### config.mk
export PLATFORM = sky130hd
export DESIGN_NAME = txw_prio_insert
export DESIGN_NICKNAME = d
export VERILOG_FILES = /design/src/rtl/txw_pkg.sv /design/src/rtl/txw_idle_sched.sv /design/src/rtl/txw_ack_seq.sv /design/src/rtl/txw_word_sel.sv /design/src/rtl/txw_prio_insert.sv
export SDC_FILE = /design/constraint.sdc
export NUM_CORES = 1
export LEC_CHECK = 0
export ABC_AREA = 1
export BUFFER_PORTS_ARGS = -buffer_cell sky130_fd_sc_hd__buf_2
export CORE_MARGIN = 2
export CORE_UTILIZATION = 45
export CTS_CLUSTER_SIZE = 20
export DETAILED_ROUTE_END_ITERATION = 7
export GPL_ROUTABILITY_DRIVEN = 0
export GPL_TIMING_DRIVEN = 1
export PLACE_DENSITY = 0.81
export SETUP_SLACK_MARGIN = 0.5
export SYNTH_ARGS = -nofsm -noshare
export SYNTH_HDL_FRONTEND = slang
export SYNTH_HIERARCHICAL = 1
export SYNTH_SLANG_ARGS = --single-unit
export TNS_END_PERCENT = 20
### constraint.sdc
create_clock -name clk -period 2.4 [get_ports clk]
set_input_delay 0.6 -clock clk [delete_from_list [all_inputs] [get_ports clk]]
set_output_delay 0.6 -clock clk [all_outputs]
set_load 0.1 [all_outputs]
### src/rtl/txw_pkg.sv
package txw_pkg;
  typedef enum logic [1:0] {
    SRC_PKT  = 2'd0,
    SRC_IDLE = 2'd1,
    SRC_ACK  = 2'd2
  } src_e;
endpackage

### src/rtl/txw_idle_sched.sv
// Counts non-idle words emitted since the last idle; the due flag stays set
// until an idle actually goes out.
module txw_idle_sched
  import txw_pkg::*;
#(
  parameter int PERIOD = 10000,
  parameter int REQ_AT = 9994
) (
  input  logic clk,
  input  logic rst_n,
  input  logic emit,
  input  src_e emit_src,
  output logic idle_due
);
  localparam int CW = $clog2(PERIOD + 1);
  localparam logic [CW-1:0] LIMIT = CW'(REQ_AT);

  logic [CW-1:0] cnt_q;

  always_ff @(posedge clk or negedge rst_n) begin
    if (!rst_n) begin
      cnt_q <= '0;
    end else if (emit) begin
      if (emit_src == SRC_IDLE) begin
        cnt_q <= '0;
      end else if (cnt_q < LIMIT) begin
        cnt_q <= cnt_q + 1'b1;
      end
    end
  end

  assign idle_due = (cnt_q >= LIMIT);
endmodule

### src/rtl/txw_ack_seq.sv
// Latches acknowledgment requests and steps through the fixed word sequence.
module txw_ack_seq
  import txw_pkg::*;
#(
  parameter int DATA_W = 32,
  parameter int ACK_LEN = 3,
  parameter int PEND_W = 2,
  parameter logic [ACK_LEN*DATA_W-1:0] ACK_WORDS = '0
) (
  input  logic              clk,
  input  logic              rst_n,
  input  logic              ack_stb,
  input  logic              emit,
  input  src_e              emit_src,
  output logic              ack_busy,
  output logic [DATA_W-1:0] ack_word
);
  localparam int IW = (ACK_LEN > 1) ? $clog2(ACK_LEN) : 1;
  localparam logic [IW-1:0] LAST_IDX = IW'(ACK_LEN - 1);
  localparam logic [PEND_W-1:0] PEND_MAX = '1;

  logic [DATA_W-1:0] word_tbl [ACK_LEN];
  logic [IW-1:0]     idx_q;
  logic [PEND_W-1:0] pend_q;
  logic              ack_emit, seq_start, pend_inc;

  for (genvar g = 0; g < ACK_LEN; g++) begin : g_tbl
    assign word_tbl[g] = ACK_WORDS[g*DATA_W +: DATA_W];
  end

  assign ack_emit  = emit && (emit_src == SRC_ACK);
  assign seq_start = ack_emit && (idx_q == '0);
  assign pend_inc  = ack_stb && ((pend_q != PEND_MAX) || seq_start);

  always_ff @(posedge clk or negedge rst_n) begin
    if (!rst_n) begin
      pend_q <= '0;
      idx_q  <= '0;
    end else begin
      pend_q <= pend_q + PEND_W'(pend_inc) - PEND_W'(seq_start);
      if (ack_emit) begin
        idx_q <= (idx_q == LAST_IDX) ? '0 : idx_q + 1'b1;
      end
    end
  end

  assign ack_busy = (pend_q != '0) || (idx_q != '0);
  assign ack_word = word_tbl[idx_q];
endmodule

### src/rtl/txw_word_sel.sv
// Fixed-precedence choice of the next output word.
module txw_word_sel
  import txw_pkg::*;
#(
  parameter int DATA_W = 32,
  parameter logic [DATA_W-1:0] IDLE_WORD = '0
) (
  input  logic              ack_busy,
  input  logic              idle_due,
  input  logic              s_valid,
  input  logic [DATA_W-1:0] s_data,
  input  logic [DATA_W-1:0] ack_word,
  output src_e              sel,
  output logic [DATA_W-1:0] word
);
  always_comb begin
    if (ack_busy) begin
      sel  = SRC_ACK;
      word = ack_word;
    end else if (idle_due) begin
      sel  = SRC_IDLE;
      word = IDLE_WORD;
    end else if (s_valid) begin
      sel  = SRC_PKT;
      word = s_data;
    end else begin
      sel  = SRC_IDLE;
      word = IDLE_WORD;
    end
  end
endmodule

### src/rtl/txw_prio_insert.sv
module txw_prio_insert
  import txw_pkg::*;
#(
  parameter int DATA_W = 32,
  parameter int PERIOD = 10000,
  parameter int ACK_LEN = 3,
  parameter int PEND_W = 2,
  parameter logic [DATA_W-1:0] IDLE_WORD = 32'hB53C3CBC,
  parameter logic [ACK_LEN*DATA_W-1:0] ACK_WORDS =
    {32'h60606060, 32'h06060606, 32'h7C7C7C7C}
) (
  input  logic              clk,
  input  logic              rst_n,
  input  logic              ack_stb,
  input  logic [DATA_W-1:0] s_data,
  input  logic              s_valid,
  output logic              s_ready,
  output logic [DATA_W-1:0] m_data,
  output logic              m_valid,
  input  logic              m_ready
);
  // Margin leaves room for one sequence in flight plus one waiting.
  localparam int REQ_AT = PERIOD - 2 * ACK_LEN;

  logic              load;
  logic              ack_busy;
  logic              idle_due;
  logic [DATA_W-1:0] ack_word;
  logic [DATA_W-1:0] next_word;
  src_e              sel;

  assign load = !m_valid || m_ready;

  txw_idle_sched #(
    .PERIOD(PERIOD),
    .REQ_AT(REQ_AT)
  ) u_idle (
    .clk(clk),
    .rst_n(rst_n),
    .emit(load),
    .emit_src(sel),
    .idle_due(idle_due)
  );

  txw_ack_seq #(
    .DATA_W(DATA_W),
    .ACK_LEN(ACK_LEN),
    .PEND_W(PEND_W),
    .ACK_WORDS(ACK_WORDS)
  ) u_ack (
    .clk(clk),
    .rst_n(rst_n),
    .ack_stb(ack_stb),
    .emit(load),
    .emit_src(sel),
    .ack_busy(ack_busy),
    .ack_word(ack_word)
  );

  txw_word_sel #(
    .DATA_W(DATA_W),
    .IDLE_WORD(IDLE_WORD)
  ) u_sel (
    .ack_busy(ack_busy),
    .idle_due(idle_due),
    .s_valid(s_valid),
    .s_data(s_data),
    .ack_word(ack_word),
    .sel(sel),
    .word(next_word)
  );

  assign s_ready = rst_n && load && (sel == SRC_PKT);

  always_ff @(posedge clk or negedge rst_n) begin
    if (!rst_n) begin
      m_valid <= 1'b0;
      m_data  <= '0;
    end else if (load) begin
      m_valid <= 1'b1;
      m_data  <= next_word;
    end
  end
endmodule

Word level (Yosys, flattened, before mapping). Index checks and enable logic that the tools add are counted.

Bits in registers: 51. Bits of input ports: 37. Logic and storage cells: 44.

Add/sub/neg operators: 4. $lt $le $gt $ge: 3. Equal/unequal tests: 4. Mux-type cells: 12. Bitwise operators: 1. Reduce and logical (&&, ||, !) cells: 15.

Operators with widths (number): 32-bit two-way mux (5); 32-bit binary-select mux with 2-bit select (1); 14-bit two-way mux (2); 14-bit by 1-bit adder with 14-bit output (second input constant) (1); 14-bit greater-or-equal comparator (second input constant) (1); 14-bit < comparator (second input constant) (1); 2-bit two-way mux (3); 2-bit nonzero test (3); 1-bit logical AND (5); 2-bit equality test (second input constant) (2); 2-bit logical NOT (2); 3-bit greater-or-equal comparator (second input constant) (1); 1-bit logical OR (3); 2-bit inverter with 3-bit output (1); 2-bit by 1-bit adder with 2-bit output (1); 2-bit by 1-bit adder with 2-bit output (second input constant) (1); 2-bit by 1-bit equality test with 1-bit output (second input constant) (1); 2-bit != test (second input constant) (1); 2-bit AND reduction (1); 2-bit by 1-bit subtractor with 2-bit output (1); 1-bit logical NOT (1); 1-bit two-way mux (1).

Depth between registers and ports, before layout. Gate-level depths: netlist of run 1.

Depth after elaboration: 10. Depth in mapped cells: 22.

Cells and area by module. Netlist of run 1, hierarchy kept.

By module, submodules not included: txw_prio_insert (instances 1, cells an instance 146, area each 1386.3 um2, sequential area each 825.8 um2); txw_idle_sched (instances 1, cells an instance 176, area each 1067.3 um2, sequential area each 350.3 um2); txw_word_sel (instances 1, cells an instance 194, area each 817.0 um2, sequential area each 0.0 um2); txw_ack_seq (instances 1, cells an instance 63, area each 460.4 um2, sequential area each 100.1 um2).

Least setup slack after synthesis of run 1. No wires, ideal clock.

Kind: reg-to-output. Start point: reg u_idle.cnt_q[6]. End point: out s_ready. Arrival: 2.872 ns. Path slack: -1.072 ns. Stages on the path, launching flop included: 14. Cell sequence: dfrtp_1 > nor2_1 > nor2_1 > a21oi_1 > nand2_2 > a31o_2 > inv_1 > nand2_2 > nand2_4 > buf_6 > inv_1 > nor2_1 > nand2_1 > nor2_1.

Longest elaborated chain between the ends: 5.

RTL lines: from (decl) (RTL line txw_idle_sched.sv:18) `logic [CW-1:0] cnt_q;`; from (signal assigned) (RTL line txw_idle_sched.sv:27) `cnt_q <= cnt_q + 1'b1;`; 14-bit greater-or-equal comparator (RTL line txw_idle_sched.sv:32) `assign idle_due = (cnt_q >= LIMIT);`; via idle_due (RTL line txw_prio_insert.sv:27) `logic idle_due;`; 2-bit two-way mux (RTL line txw_word_sel.sv:20) `end else if (idle_due) begin`; 2-bit two-way mux (RTL line txw_word_sel.sv:17) `if (ack_busy) begin`; via sel[0] (RTL line txw_prio_insert.sv:30) `src_e sel;`; 2-bit logical NOT (RTL line txw_prio_insert.sv:73) `assign s_ready = rst_n && load && (sel == SRC_PKT);`; 1-bit logical AND (RTL line txw_prio_insert.sv:73); to (decl) (RTL line txw_prio_insert.sv:17) `output logic s_ready,`.

The timed path passes the listed nets, and every way through them passes these cells.

Worst setup path in the final report of run 1.
Start point: reg u_idle.cnt_q[4]. End point: out s_ready.

The elaborated chain is that of the path after synthesis.

==> results.cfg, run 1 <==
[run_status]
status = finished with violations
violations = setup timing

[cells_and_area]
num-fill-cells = 771
nets = 688
drive_above_1_share_pct = 24.8
final_area_sq_um = 4320
diodes = 0
area_delta_synth_final_pct = 15.9

[setup_path]
arrival_ns = 1.98
critPathLaunchType = register
reg2reg_slack_ns = -0.05
end_kind = output pin
required_ns = 1.80
path_max_fanout = 2
critPathKind = register to output pin

[clocking]
cts-root-buf = clkbuf_8
cts_buffer_depth = 2
clkLatencyLatePin_ns = 0.31
cts_hold_buf = 0
cts.sinks = 51
htreeDepth = 2
cts_tree = yes
numCtsBuffers = 5
cts.clk_slew.worst_paths_ns = 0.09

[sta]
tightest_slew_ns = 0.661
hold_violations = 0
clock_skew_ns = 0.00905
finalSetupViolations = 11
rsz0062_at_grt = yes
timing.fmax_mhz = 388
min_period_over_period_pct = 107
setup_slack_ns = -0.176
final-max-slew-violation-count = 0
layout_min_cycle_time_ns = 2.58
slew-limit-headroom_pct = 55.9

[floorplan]
fp.dieW_um = 95.1
core-area_sq_um = 8130
rows = 33
dieArea_sq_um = 9040
start_util_pct = 45.9
die_h_um = 95.1
io_pins = 71

[routing]
dr.pass1.iters = 5
ant_nets = 0
detail_route.wl_per_cell_um = 12.3
drt_iter0_markers = 296
wl_um = 9240
via_count = 3645
drc = 0
vias_per_cell = 4.84

[global_route]
track_usage_pct = 20.9
overflow = 0
grt_pass1_vias = 3283
antenna_found_initial = 0
grt_max_degree = 52
grt_first_pass_wirelength_um = 15000

[hold_path]
worstHoldPathType = primary input to asynchronous set/reset pin

[yosys]
avgSynthCellArea_sq_um = 6.44
yosysWarnings = 6
synth_cell_types = 25
synthTopCellsByCount = nand2_1, inv_1, nand3_1
seq_area_frac_synth_pct = 34.2
syn_area_sq_um = 3730
synth.most_common_cell = nand2_1
synth_seq_cells = 51
netlist.area_leader.share_pct = 34.2
yosysTopAreaCell = dfrtp_1
synthCells = 579
async_flop_share_pct = 100
synth_edf_count = 0
ys_top_cells_by_area = dfrtp_1, nand2_1, inv_1
synth_flop_cell = dfrtp_1

[power_and_ir_drop]
peakVddDrop_mv = 0.967
power.density_nw_per_um2 = 1390
p_leak_nw = 2.63

[place]
port_buffers = 70
dp_slack_ns = 0.0174
dp_hpwl_um = 6260
post_dp_cell_area_sq_um = 4040

[run]
drv_cap = 0
-- where the power goes --
| group | internal, mW | total (mW) | switching [mW] |
|---|---|---|---|
| registers | 1.19 | 1.40 | 0.212 |
| logic | 0.911 | 3.98 | 3.07 |
| clock network | 0.338 | 0.636 | 0.298 |
| total | 2.44 | 6.02 | 3.58 |
-- placed cells by master (no fill, tap or decap), drive strengths merged, types with 4 or more instances in the layout --
| cell | instances |
|---|---|
| a21oi | 8 |
| buf | 106 |
| clkbuf | 6 |
| conb | 9 |
| dfrtp | 51 |
| ha | 4 |
| inv | 82 |
| nand2 | 257 |
| nand3 | 57 |
| nor2 | 56 |
| o21ai | 6 |
-- worst max-delay path, stage by stage, from the launching register on --
cell and delay (ns):
dfrtp_1 0.40, nor2_1 0.20, nand2_1 0.08, nand2_1 0.07
nand2_2 0.06, a31o_4 0.22, inv_2 0.05, nand2_2 0.05
nand2_4 0.08, inv_4 0.04, nor2_4 0.07, nand2_2 0.06
nor2_4 0.12, buf_12 0.18
-- kinds of logic (layout without fill, tap and decap cells) --
family                     Yosys count  count (layout)  share of synthesized area (%)
other                                2               9                          0.201
DFF                                 51              51                           34.2
buffers and inverters              134             196                           20.1
and+or+nand+nor                    372             372                           41.8
adders and majority gates            4               4                           1.34
AOI/OAI and AO/OA                   16              16                           2.31
-- through the flow --
step	hold WS (ns)	TNS, ns	instances	total power [mW]	util (%)
after detailed placement	0.491	0	733	5.27	49.7
after CTS	0.493	-0.174	747	5.95	52.1
after global routing	0.524	-3.00	753	6.39	53.1
final	0.460	-0.387	753	6.02	53.1
after floorplan	0.304	-0.267	586	4.87	-
after global placement	0.490	0	733	5.19	49.7
-- layout make-up --
type,instances,area (sq um),area share (%)
clock buffers,6,82.6,1.91
repair buffers,106,674,15.6
clock inverters,2,35.0,0.810
multi-input cells,401,1810,41.9
well taps,105,131,3.04
flip-flops and latches,51,1280,29.6
inverters,82,313,7.24
-- state kept, by name, indices dropped and copies added (netlist names) --
| signal | flops |
|---|---|
| u_ack/idx_q | 2 |
| u_ack/pend_q | 2 |
| m_data | 32 |
| m_valid | 1 |
| u_idle/cnt_q | 14 |
-- per-layer routing --
| metal | GRT usage (%) | vias up | part of all wire (%) |
|---|---|---|---|
| met5 | 0 | - | 0 |
| met4 | 7.61 | 0 | 2.3 |
| met3 | 3.79 | 20 | 5.9 |
| met2 | 35.8 | 126 | 49 |
| met1 | 26.5 | 1680 | 43 |
| li1 | - | 1819 | - |
-- what timing repair did --
action                     4_1_cts  5_1_grt
gates resized for setup         11       16
pin swaps                       10       56
setup endpoints to repair       17       47
setup buffers                    6        6
-- final timing paths --
check / from / endpoint / cells after the start
worst min register to register: m_data[30] / m_data[30] / 2
worst max-delay path: u_idle/cnt_q[4] / s_ready / 13
worst min-delay path: rst_n / m_data[29] / 2
min in group clk: m_data[30] / m_data[30] / 2
max in group asynchronous: rst_n / u_idle/cnt_q[10] / 2
worst max register to register: u_idle/cnt_q[4] / u_ack/pend_q[1] / 20
Note: power is estimated with default switching activity, not from simulation.
==> run 2, diff against run 1 <==
--- a/config.mk
+++ b/config.mk
@@ -9,12 +9,14 @@
 export BUFFER_PORTS_ARGS = -buffer_cell sky130_fd_sc_hd__buf_2
 export CORE_MARGIN = 2
 export CORE_UTILIZATION = 45
+export CTS_CLUSTER_DIAMETER = 40
 export CTS_CLUSTER_SIZE = 20
 export DETAILED_ROUTE_END_ITERATION = 7
 export GPL_ROUTABILITY_DRIVEN = 0
 export GPL_TIMING_DRIVEN = 1
-export PLACE_DENSITY = 0.81
+export PLACE_DENSITY = 0.7
 export SETUP_SLACK_MARGIN = 0.5
+export SLEW_MARGIN = 20
 export SYNTH_ARGS = -nofsm -noshare
 export SYNTH_HDL_FRONTEND = slang
 export SYNTH_HIERARCHICAL = 1
==> results.cfg, run 2 (synthesized netlist as in run 1, its figures left out) <==
[routing]
drt_iter0_markers = 211
via_count = 3638
dr.pass1.iters = 5
vias_per_cell = 4.77
ant_nets = 0
wl_um = 9930
drc = 0
detail_route.wl_per_cell_um = 13.0

[place]
post_dp_cell_area_sq_um = 4060
port_buffers = 70
dp_hpwl_um = 6350

[clocking]
cts_buffer_depth = 2
cts.sinks = 51
cts_hold_buf = 0
cts_tree = yes
numCtsBuffers = 5
clkLatencyLatePin_ns = 0.31
cts-root-buf = clkbuf_8
htreeDepth = 2
cts.clk_slew.worst_paths_ns = 0.09

[setup_path]
cp_common_cell = nand2_2
critPathKind = register to output pin
cp_slowest_stage_delay_ns = 0.42
slowest_stage = dfrtp_1
path_buf_inv = 3
crit_path_cell_trace = o21ai_0 > nand2_1 > nand2_1 > nand2_2 > a31o_4 > inv_2 > nand2_2 > nand2_4 > inv_4 > nor2_4 > nand2_2 > nor2_4 > buf_12
end_kind = output pin
required_ns = 1.80
critPathLaunchType = register
arrival_ns = 2.04
cpLargestDelayFamily = simple AND/OR/NAND/NOR gates
path_max_fanout = 3
reg2reg_slack_ns = -0.10

[floorplan]
rows = 33
fp.dieW_um = 95.1
core-area_sq_um = 8130
start_util_pct = 45.9
dieArea_sq_um = 9040
die_h_um = 95.1
io_pins = 71

[sta]
final-max-slew-violation-count = 0
slew-limit-headroom_pct = 53.8
clock_skew_ns = 0.00759
hold_violations = 0
timing.fmax_mhz = 378
layout_min_cycle_time_ns = 2.64
rsz0062_at_grt = yes
setup_slack_ns = -0.243
finalSetupViolations = 14
min_period_over_period_pct = 110
tightest_slew_ns = 0.692

[cells_and_area]
drive_above_1_share_pct = 32.5
diodes = 0
reg.largest.list = m_data: 32 flops, u_idle/cnt_q: 14 flops
final_cell_mix = nand2_1, inv_1, buf_2
final_util_pct = 57.1
final_area_sq_um = 4640
nets = 698
area_delta_synth_final_pct = 24.4
layout_commonest_cell = nand2_1
regMostFlops = m_data
largest_reg_flops = 32

[hold_path]
worstHoldPathType = primary input to asynchronous set/reset pin

[run]
drv_cap = 0

[global_route]
grt_first_pass_wirelength_um = 15800
grt_pass1_vias = 3427
overflow = 0
track_usage_pct = 21.9
antenna_found_initial = 0
grt_max_degree = 52

[run_status]
violations = setup timing
status = finished with violations

[power_and_ir_drop]
power.density_nw_per_um2 = 1370
peakVddDrop_mv = 1.04
p_leak_nw = 2.73
==> run 2: cell count changes in the layout (fill, tap and decap cells not counted), moves of 2 or more <==
cell | previous run | this run
nand2_4 | 2 | 13
clkinvlp_4 | 0 | 2
buf_6 | 3 | 9
nand3_1 | 57 | 50
nand2_1 | 232 | 200
nand3_2 | 0 | 7
nand2_2 | 21 | 41
nor2_1 | 47 | 45
nor2_4 | 4 | 6
inv_1 | 73 | 71
nand2_8 | 2 | 4
==> run 2: path summary, 6_finish.rpt <==
| path | depth (start not counted) | end | startpoint |
|---|---|---|---|
| min in group clk | 2 | m_data[5] | m_data[5] |
| max reg2reg | 21 | u_ack/pend_q[1] | u_idle/cnt_q[1] |
| max in group asynchronous | 2 | m_data[21] | rst_n |
| max | 13 | s_ready | u_idle/cnt_q[1] |
| min | 2 | m_data[28] | rst_n |
| min reg2reg | 2 | m_data[5] | m_data[5] |
==> run 2: through the flow <==
stage	instances	total power, mW	hold WS [ns]	worst slack, ns	TNS (ns)
detailed placement	737	5.30	0.489	0.0586	0
finish	763	6.34	0.469	-0.243	-0.487
global placement	737	5.25	0.492	0.0778	0
floorplan	586	4.87	0.304	-0.267	-0.267
global route	763	6.74	0.530	-0.354	-2.41
CTS	757	5.97	0.503	-0.183	-0.232
==> run 2: report_power, final <==
| group | internal (mW) | switching (mW) | leakage [nW] |
|---|---|---|---|
| logic | 1.09 | 3.28 | 2.05 |
| registers | 1.19 | 0.207 | 0.625 |
| clock network | 0.263 | 0.299 | 0.0505 |
==> run 2: routing by layer <==
metal  track usage (%)  part of all wire [%]  up-vias
li1                  -                     -     1844
met1              29.5                    44     1698
met2              37.4                    51       78
met3              3.00                   3.6       18
met4              5.56                   1.6        0
met5                 0                     0        -
==> run 2: cell type report <==
class,instances,area [sq um]
Clock inverter,1,7.51
Timing Repair inverter,1,7.51
Clock buffer,7,96.3
Inverter,82,318
Timing Repair Buffer,114,772
Tap cell,105,131
Multi-Input combinational cell,402,2030
Sequential cell,51,1280
Fill cell,747,3490
==> run 2: timing repair <==
action | CTS | global route
setup buffers | 11 | 5
pin swaps | 25 | 101
gates cloned | 1 | 1
setup endpoints to repair | 18 | 52
resized for setup | 29 | 73
